===== src/rtl/vseq_pkg.sv =====
// Shared types for the short-vector index sequencer.
package vseq_pkg;
    // How an accepted operation will be walked.
    typedef enum logic [1:0] {
        VK_SCALAR = 2'd0,
        VK_MIXED  = 2'd1,
        VK_VECTOR = 2'd2
    } vseq_kind_e;
endpackage


===== src/rtl/vseq_plan.sv =====
// vseq_plan: combinational decode of an offered operation.
// Masks indices for double precision, computes the advance step and
// classifies the operation as scalar, mixed or full vector.
// Assumes IDX_W > SP_LO_BITS > DP_LO_BITS.
module vseq_plan
    import vseq_pkg::*;
#(
    parameter int IDX_W      = 5,
    parameter int LEN_W      = 3,
    parameter int STRIDE_W   = 2,
    parameter int SP_LO_BITS = 3,
    parameter int DP_LO_BITS = 2
) (
    input  logic [IDX_W-1:0]    dst_i,
    input  logic [IDX_W-1:0]    src1_i,
    input  logic [IDX_W-1:0]    src2_i,
    input  logic                dbl_i,
    input  logic                force_scalar_i,
    input  logic [LEN_W-1:0]    len_i,
    input  logic [STRIDE_W-1:0] stride_i,
    output logic [IDX_W-1:0]    dst_o,
    output logic [IDX_W-1:0]    src1_o,
    output logic [IDX_W-1:0]    src2_o,
    output logic [STRIDE_W:0]   step_o,
    output logic                hold_src2_o,
    output logic [LEN_W-1:0]    runs_m1_o
);
    localparam int STEP_W = STRIDE_W + 1;
    localparam logic [IDX_W-1:0] DP_KEEP = IDX_W'((1 << (IDX_W - 1)) - 1);
    localparam logic [IDX_W-1:0] SP_LOW  = IDX_W'((1 << SP_LO_BITS) - 1);
    localparam logic [IDX_W-1:0] DP_LOW  = IDX_W'((1 << DP_LO_BITS) - 1);
    localparam logic [IDX_W-1:0] SP_BANK = ~SP_LOW;
    localparam logic [IDX_W-1:0] DP_BANK = DP_KEEP & ~DP_LOW;

    logic [IDX_W-1:0] bank;
    logic             dst_b0;
    logic             src2_b0;
    vseq_kind_e       kind;

    // Purpose: clear the unused top bit of double-precision indices.
    always_comb begin
        dst_o  = dbl_i ? (dst_i  & DP_KEEP) : dst_i;
        src1_o = dbl_i ? (src1_i & DP_KEEP) : src1_i;
        src2_o = dbl_i ? (src2_i & DP_KEEP) : src2_i;
    end

    // Purpose: advance distance per step for the chosen precision.
    always_comb begin
        if (dbl_i) step_o = STEP_W'(stride_i >> 1) + STEP_W'(1);
        else       step_o = STEP_W'(stride_i) + STEP_W'(1);
    end

    // Purpose: classify the operation from the banks of destination and second source.
    always_comb begin
        bank    = dbl_i ? DP_BANK : SP_BANK;
        dst_b0  = (dst_o & bank) == '0;
        src2_b0 = (src2_o & bank) == '0;
        if (force_scalar_i || len_i == '0 || dst_b0) kind = VK_SCALAR;
        else if (src2_b0)                              kind = VK_MIXED;
        else                                           kind = VK_VECTOR;
        hold_src2_o = (kind == VK_MIXED);
        runs_m1_o   = (kind == VK_SCALAR) ? '0 : len_i;
    end
endmodule


===== src/rtl/vseq_wrap_add.sv =====
// vseq_wrap_add: adds a step to a register index, keeping the bank bits.
// The low field is 3 bits wide for single precision and 2 bits for
// double precision. Assumes STEP_W < IDX_W.
module vseq_wrap_add #(
    parameter int IDX_W      = 5,
    parameter int STEP_W     = 3,
    parameter int SP_LO_BITS = 3,
    parameter int DP_LO_BITS = 2
) (
    input  logic [IDX_W-1:0]  idx_i,
    input  logic [STEP_W-1:0] step_i,
    input  logic              dbl_i,
    output logic [IDX_W-1:0]  idx_o
);
    localparam logic [IDX_W-1:0] SP_LOW = IDX_W'((1 << SP_LO_BITS) - 1);
    localparam logic [IDX_W-1:0] DP_LOW = IDX_W'((1 << DP_LO_BITS) - 1);

    logic [IDX_W-1:0] low;
    logic [IDX_W-1:0] sum;

    // Purpose: wrap the incremented index within its bank.
    always_comb begin
        low   = dbl_i ? DP_LOW : SP_LOW;
        sum   = idx_i + {{(IDX_W - STEP_W){1'b0}}, step_i};
        idx_o = (idx_i & ~low) | (sum & low);
    end
endmodule


===== src/rtl/vseq_index_gen.sv =====
// vseq_index_gen: short-vector register index sequencer (top).
// Takes one operation while idle, then presents one register triple per
// step. A step is held until the consumer takes it. Slot 0 is the
// destination, slot 1 the first source, slot 2 the second source.
// Assumes the consumer handles register access and arithmetic.
module vseq_index_gen
    import vseq_pkg::*;
#(
    parameter int IDX_W      = 5,
    parameter int LEN_W      = 3,
    parameter int STRIDE_W   = 2,
    parameter int SP_LO_BITS = 3,
    parameter int DP_LO_BITS = 2
) (
    input  logic                clk,
    input  logic                rst_n,
    input  logic                op_valid,
    output logic                op_ready,
    input  logic [IDX_W-1:0]    op_dst,
    input  logic [IDX_W-1:0]    op_src1,
    input  logic [IDX_W-1:0]    op_src2,
    input  logic                op_dbl,
    input  logic                op_single_src,
    input  logic                op_force_scalar,
    input  logic [LEN_W-1:0]    op_len,
    input  logic [STRIDE_W-1:0] op_stride,
    output logic                stp_valid,
    input  logic                stp_ready,
    output logic [IDX_W-1:0]    stp_dst,
    output logic [IDX_W-1:0]    stp_src1,
    output logic [IDX_W-1:0]    stp_src2,
    output logic                stp_last,
    output logic                stp_write_only
);
    localparam int STEP_W = STRIDE_W + 1;
    localparam int SLOTS  = 3;

    // Decoded view of the offered operation.
    logic [IDX_W-1:0]  pl_dst, pl_src1, pl_src2;
    logic [STEP_W-1:0] pl_step;
    logic              pl_hold;
    logic [LEN_W-1:0]  pl_runs_m1;

    // Sequencing state.
    logic                        busy_q;
    logic [SLOTS-1:0][IDX_W-1:0] idx_q;
    logic [SLOTS-1:0][IDX_W-1:0] idx_adv;
    logic [SLOTS-1:0]            slot_keep;
    logic [LEN_W-1:0]            remain_q;
    logic [STEP_W-1:0]           step_q;
    logic                        dbl_q, one_q, hold_q, reuse_q;
    logic                        accept, fire;

    vseq_plan #(
        .IDX_W(IDX_W), .LEN_W(LEN_W), .STRIDE_W(STRIDE_W),
        .SP_LO_BITS(SP_LO_BITS), .DP_LO_BITS(DP_LO_BITS)
    ) u_plan (
        .dst_i(op_dst), .src1_i(op_src1), .src2_i(op_src2),
        .dbl_i(op_dbl), .force_scalar_i(op_force_scalar),
        .len_i(op_len), .stride_i(op_stride),
        .dst_o(pl_dst), .src1_o(pl_src1), .src2_o(pl_src2),
        .step_o(pl_step), .hold_src2_o(pl_hold), .runs_m1_o(pl_runs_m1)
    );

    // One wrap adder per index slot.
    for (genvar g = 0; g < SLOTS; g++) begin : g_slot
        vseq_wrap_add #(
            .IDX_W(IDX_W), .STEP_W(STEP_W),
            .SP_LO_BITS(SP_LO_BITS), .DP_LO_BITS(DP_LO_BITS)
        ) u_adv (
            .idx_i(idx_q[g]), .step_i(step_q), .dbl_i(dbl_q), .idx_o(idx_adv[g])
        );
    end

    // Purpose: handshake qualifiers and which slots stay put between steps.
    always_comb begin
        accept       = op_valid && !busy_q;
        fire         = busy_q && stp_ready;
        slot_keep[0] = 1'b0;
        slot_keep[1] = one_q;
        slot_keep[2] = hold_q;
    end

    // Purpose: load a new operation, or advance or retire on each taken step.
    always_ff @(posedge clk) begin
        if (!rst_n) begin
            busy_q   <= 1'b0;
            idx_q    <= '0;
            remain_q <= '0;
            step_q   <= '0;
            dbl_q    <= 1'b0;
            one_q    <= 1'b0;
            hold_q   <= 1'b0;
            reuse_q  <= 1'b0;
        end else if (accept) begin
            busy_q   <= 1'b1;
            idx_q[0] <= pl_dst;
            idx_q[1] <= pl_src1;
            idx_q[2] <= pl_src2;
            remain_q <= pl_runs_m1;
            step_q   <= pl_step;
            dbl_q    <= op_dbl;
            one_q    <= op_single_src;
            hold_q   <= pl_hold;
            reuse_q  <= 1'b0;
        end else if (fire) begin
            if (remain_q == '0) begin
                busy_q <= 1'b0;
            end else begin
                remain_q <= remain_q - LEN_W'(1);
                reuse_q  <= one_q && hold_q;
                for (int s = 0; s < SLOTS; s++) begin
                    if (!slot_keep[s]) idx_q[s] <= idx_adv[s];
                end
            end
        end
    end

    // Purpose: drive the port view of the current state.
    always_comb begin
        op_ready       = !busy_q;
        stp_valid      = busy_q;
        stp_dst        = idx_q[0];
        stp_src1       = idx_q[1];
        stp_src2       = idx_q[2];
        stp_last       = (remain_q == '0);
        stp_write_only = reuse_q;
    end
endmodule


===== config.mk =====
export PLATFORM = sky130hd
export DESIGN_NAME = vseq_index_gen
export DESIGN_NICKNAME = d
export VERILOG_FILES = /design/src/rtl/vseq_pkg.sv /design/src/rtl/vseq_plan.sv /design/src/rtl/vseq_wrap_add.sv /design/src/rtl/vseq_index_gen.sv
export SDC_FILE = /design/constraint.sdc
export NUM_CORES = 1
export LEC_CHECK = 0
export ABC_AREA = 1
export BUFFER_PORTS_ARGS = -buffer_cell sky130_fd_sc_hd__buf_2
export CELL_PAD_IN_SITES_DETAIL_PLACEMENT = 1
export CELL_PAD_IN_SITES_GLOBAL_PLACEMENT = 1
export CORE_MARGIN = 2
export CORE_UTILIZATION = 37
export CTS_CLUSTER_DIAMETER = 50
export DETAILED_ROUTE_END_ITERATION = 7
export PLACE_DENSITY_LB_ADDON = 0.1
export SKIP_LAST_GASP = 1
export SLEW_MARGIN = 20
export SYNTH_ARGS = -nofsm -noshare
export SYNTH_HDL_FRONTEND = slang
export SYNTH_SLANG_ARGS = --single-unit

===== constraint.sdc =====
create_clock -name clk -period 2.9 [get_ports clk]
set_clock_uncertainty 0.05 [all_clocks]
set_input_delay 0 -clock clk [delete_from_list [all_inputs] [get_ports clk]]
set_output_delay 0 -clock clk [all_outputs]
set_load 0.1 [all_outputs]

======== Word-level counts from Yosys, hierarchy flattened ========
Cells that the tools add are included.
word-level totals
  logic and storage cells ................. 73
  flip-flop bits (word level) ............. 26
  bits of input ports ..................... 27
cells by class
  bitwise logic cells ..................... 14
  equality and inequality tests ........... 4
  muxes and demuxes ....................... 20
  reduce and logical (&&, ||, !) cells .... 19
  add/sub/neg operators ................... 6
operator list
  cell                 count
  $mux 15              3
  $and 5x5->5          8
  $mux 5               6
  $mux 3               6
  $add 5x3->5          3
  $or 5x5->5           3
  $logic_not 5->1      2
  $logic_not 3->1      2
  $ne 2x1->1 const B   3
  $reduce_and 2->1     3
  $reduce_and 3->1     2
  $not 5->5            1
  $mux 2               2
  $reduce_bool 2->1    2
  $add 2x1->3 const B  1
  $logic_and 1x1->1    3
  $mux 1               3
  $sub 3x1->3 const B  1
  $add 1x1->2 const B  1
  $eq 2x1->1 const B   1
  $logic_not 2->1      1
  $logic_or 1x1->1     2
  $not 1->1            2
  $reduce_or 2->1      1
  $logic_not 1->1      1

======== Logic depth before layout (Yosys ltp) ========
  depth after elaboration ................. 8
  depth in mapped cells ................... 10
  mapped depth without buffers ............ 10

======== Modules after synthesis ========
Synthesis repeated with hierarchy kept, for this count alone.
second synthesis, totals
  cells, all modules ...................... 288
  area total of the unflattened synthesis .. 1831.8 sq um
modules (own cells, without submodules)
  module          area each (sq um)  cells an instance  times used
  vseq_index_gen  1310.0             204                1
  vseq_wrap_add   96.3               14                 3
  vseq_plan       232.7              42                 1

======== Least setup slack after synthesis ========
No wires, ideal clock.
  path kind ............................... flip-flop to flip-flop
  start point ............................. register busy_q, in the netlist stp_valid
  end point ............................... register idx_q (netlist bit stp_dst[1])
  setup time .............................. 0.117 ns
  arrival ................................. 2.152 ns
  cell stages (with the launch flop) ...... 6
  buffers on the path ..................... 1
  setup slack ............................. 0.581 ns
  cells stage by stage .................... dfxtp_1 -> inv_2 -> nand2_4 -> nand2_4 -> buf_6 -> o211a_1
between the ends
  word-level cells in the longest chain between the ends .. 4
ends and longest elaborated chain
  element                                                                  RTL line               source
  from (decl)                                                              vseq_index_gen.sv:45   logic busy_q;
  from (signal assigned)                                                   vseq_index_gen.sv:87   busy_q <= 1'b0;
  from (signal assigned)                                                   vseq_index_gen.sv:96   busy_q <= 1'b1;
  from (signal assigned)                                                   vseq_index_gen.sv:108  busy_q <= 1'b0;
  $logic_not 1->1 (*)                                                      n/a
  net op_ready                                                             vseq_index_gen.sv:18   output logic op_ready,
  $logic_and 1x1->1 (*)                                                    vseq_index_gen.sv:77   accept = op_valid && !busy_q;
  $ne 2x1->1 (no source line) / $reduce_bool 2->1 (equally long branches)  n/a
  $reduce_and 2->1 (no source line)                                        n/a
  to (signal, indexed assignment)                                          vseq_index_gen.sv:113  if (!slot_keep[s]) idx_q[s] <= idx_adv[s];
  to (decl)                                                                vseq_index_gen.sv:46   logic [SLOTS-1:0][IDX_W-1:0] idx_q;
The timed path passes the listed nets; every way through them passes the cells marked *.
A chain may end at the register's enable or synchronous reset.

======== Worst setup path after layout ========
  start point ............................. register busy_q, in the netlist stp_valid
  end point ............................... register hold_q
between the ends
  word-level cells in the longest chain between the ends .. 2
ends and longest elaborated chain
  element               RTL line               source
  $logic_not 1->1       vseq_index_gen.sv:77
  $logic_and 1x1->1     vseq_index_gen.sv:77
  to (signal assigned)  vseq_index_gen.sv:104  hold_q <= pl_hold;
  to (decl)             vseq_index_gen.sv:51   logic dbl_q, one_q, hold_q, reuse_q;
No other way between the ends.

==> summary.md <==
| Metric | Value |
|---|---|
| Status | complete, no violations |
| Final setup fails | 0 |
| Slew @ Worst Pin | 0.490 ns |
| Xor-xnor portion of the synthesized cell area | less than 1% |
| First-pass GRT wire length | 7550 um |
| Highest Clock Rate | ~0.57 GHz |
| Vias per cell | between 4 and 5 |
| Clk_lat worst skew | about 0.28 ns |
| Post-synthesis adder-cell area fraction | 9.37% |
| Finished Cell Area | about 1900 um^2 |
| Setup_tns | 0 ns |
| GR Overflow Total | 0 |
| Pin count of the biggest net entering global routing | 23 |
| Post-place setup slack | around 1.4 ns |
| DRT Wirelength | 4610 um |
| Total CTS buffers | 3 |
| Post-route DRC | 0 |
| Synth warnings | 0 |
| Yosys reg bits | 26 |
| Most frequent cells in the layout | nand2_1, buf_2, dfxtp_1, inv_1, nor2_1 |
| Simple-Gate Fraction of Synth Area | approximately 32% |
| Die W | approximately 66 um |
| Row count | 22 |
| Hold buffers post-CTS | 15 |
| Class of the worst hold path | input port to flip-flop |
| Total Routing Usage GR | about 23% |
| Final worst slack | around 1.1 ns |
| Mux cell area share after synthesis | 0% |
| GP Congestion | 0.758 |
| Clk sinks | 26 |
| Antenna violations before repair | 0 |
| Buffers on Ports | 45 |
| Largest family of logic cells by synthesized area | simple AND/OR/NAND/NOR gates |
| Final hold violations | 0 |
| Number of global-route vias before repair | between 1500 and 2000 |
| Total power | ~1.1 mW |
| CTS tree | built |
| Root buf cell | clkbuf_8 |
| Filler instances | ~520 |
| PD cells | ~600 nW/um^2 |
| Synth Area per Inst | around 6.9 um^2 |
| Initial DRC count | about 70 |
| Leakage | around 0.98 nW |
| Sequential cell area fraction in the yosys report | ~36% |
| Slowest-stage cell, CP | dlygate4sd3_1 |
| Die height | between 60 and 70 um |
| Commonest non-fill, non-tap cell in the layout | nand2_1 |
| Post-layout util | 51.5% |
| Post-Syn Area | 1440 um^2 |
| Compound-Gate Fraction of Synth Area | 12.5% |
| Die ar. | around 4400 um^2 |
| Max Cap Viol | 0 |
| Layout cells sized above 1 | a little over a fifth |
| Initial Util | approximately two fifths |
| # IOs | 46 |
| Total number of vias | 1569 |
| Post-DP Area | 1690 um^2 |
| RSZ-0062 raised after global routing | false |
| Hpwl dp | approximately 3000 um |
| Crit path largest cell delay | around 0.57 ns |
| Setup CP Type | flip-flop to flip-flop |
| Resized cells post-CTS | 0 |
| Crit-path max FO | 19 |
| # Post-CTS Setup Buffers | 0 |
| Ant diodes | 0 |
| Fin crit share | 60.8% |
| Mapped Cells | between 200 and 250 |
| Area Growth Syn to Fin | 32.6% |
| Drt first pass iters | 4 |
| Netlist cell types | 23 |
| Crit start category | flip-flop |
| Layout Nets | slightly above 300 |
| Count of final max-slew check failures | 0 |
| Worst Path Arrival | approximately 1.9 ns |
| Max Buffers Root-to-Sink | 2 |
| Minimum clock period after layout | 1.76 ns |
| CP cell instances | inv_2 > nand2_4 > nor2_1 > nand4_1 > dlygate4sd3_1 > a21oi_1 |
| H-tree depth | 1 |
| Syn nets | 244 |
| Worst Path Required | between 3 and 4 ns |
| DR WL/cell | 14.6 um |
| ANT nets after route | 0 |
| Core Area | between 3000 and 4000 um^2 |
| Reg clk slew, reported paths | around 0.10 ns |
| Slew HR | 67.6% |
| Worst vdd ir | around 0.00028 V |
| Element type at the critical path end | flip-flop |
## cell usage after synthesis
cell type	count	area, um^2
clkbuf_1	1	3.75
fa_1	3	60.1
nor2_1	21	78.8
or2_2	1	6.26
buf_2	2	10.0
ha_1	6	75.1
dfxtp_1	26	521
buf_4	1	7.51
o21ai_0	14	70.1
inv_1	21	78.8
o211a_1	2	20.0
nand2_4	2	22.5
nor2_2	1	6.26
clkinv_1	2	7.51
xor2_1	1	8.76
nand2_2	1	6.26
a21oi_1	18	90.1
buf_6	2	22.5
nand3_1	14	70.1
nand4_1	7	43.8
nor3_1	1	5.00
nand2_1	60	225
inv_2	1	3.75
## layer usage
layer / GRT usage [%] / up-vias / part of all wire [%]
met1: 29.2 / 731 / 47
met4: 7.91 / 0 / 1.9
li1: - / 786 / -
met3: 2.39 / 10 / 3.2
met2: 38.9 / 42 / 48
met5: 0 / - / 0
## path summary, 6_finish.rpt
check,startpoint,endpoint,slack (ns),cells past startpoint
max,stp_valid,hold_q,1.14,6
min,op_src1[2],flip-flop,0.02,5
max reg2reg,stp_valid,hold_q,1.14,6
min reg2reg,stp_src1[4],stp_src1[4],0.41,2
## power by group
part | switching, mW | internal (mW) | total [mW]
Clock | 0.129 | 0.185 | 0.314
Combinational | 0.306 | 0.0973 | 0.404
Sequential | 0.0240 | 0.387 | 0.411
Total | 0.459 | 0.669 | 1.13
## layout make-up
type | count | area [um^2] | area share [%]
timing repair buffer | 61 | 383 | 20.0
multi-input combinational | 152 | 788 | 41.2
tap | 48 | 60.1 | 3.14
inverter | 24 | 90.1 | 4.71
sequential | 26 | 520 | 27.2
clock inverter | 1 | 30.0 | 1.57
clock buffer | 3 | 41.3 | 2.16
## kinds of logic (layout without fill, tap and decap cells)
| family | Yosys count | after routing |
|---|---|---|
| fa+ha+maj | 9 | 9 |
| xor+xnor | 1 | 1 |
| flops | 26 | 26 |
| simple gates | 108 | 108 |
| compound gates | 34 | 34 |
| buf+inv | 30 | 89 |
## critical path: cells and delay by family, from the launching register on
kind	cells	cell delay, ns
simple gates	3	0.49
buf+inv	2	0.67
flops	1	0.36
compound gates	1	0.12
## stage by stage
step	std cells	hold slack, ns
after floorplan	208	0.0813
after global placement	296	0.176
after detailed placement	296	0.195
after CTS	315	0.0131
after global routing	315	0.0259
final	315	0.0188
Note: power is estimated with default switching activity, not from simulation.
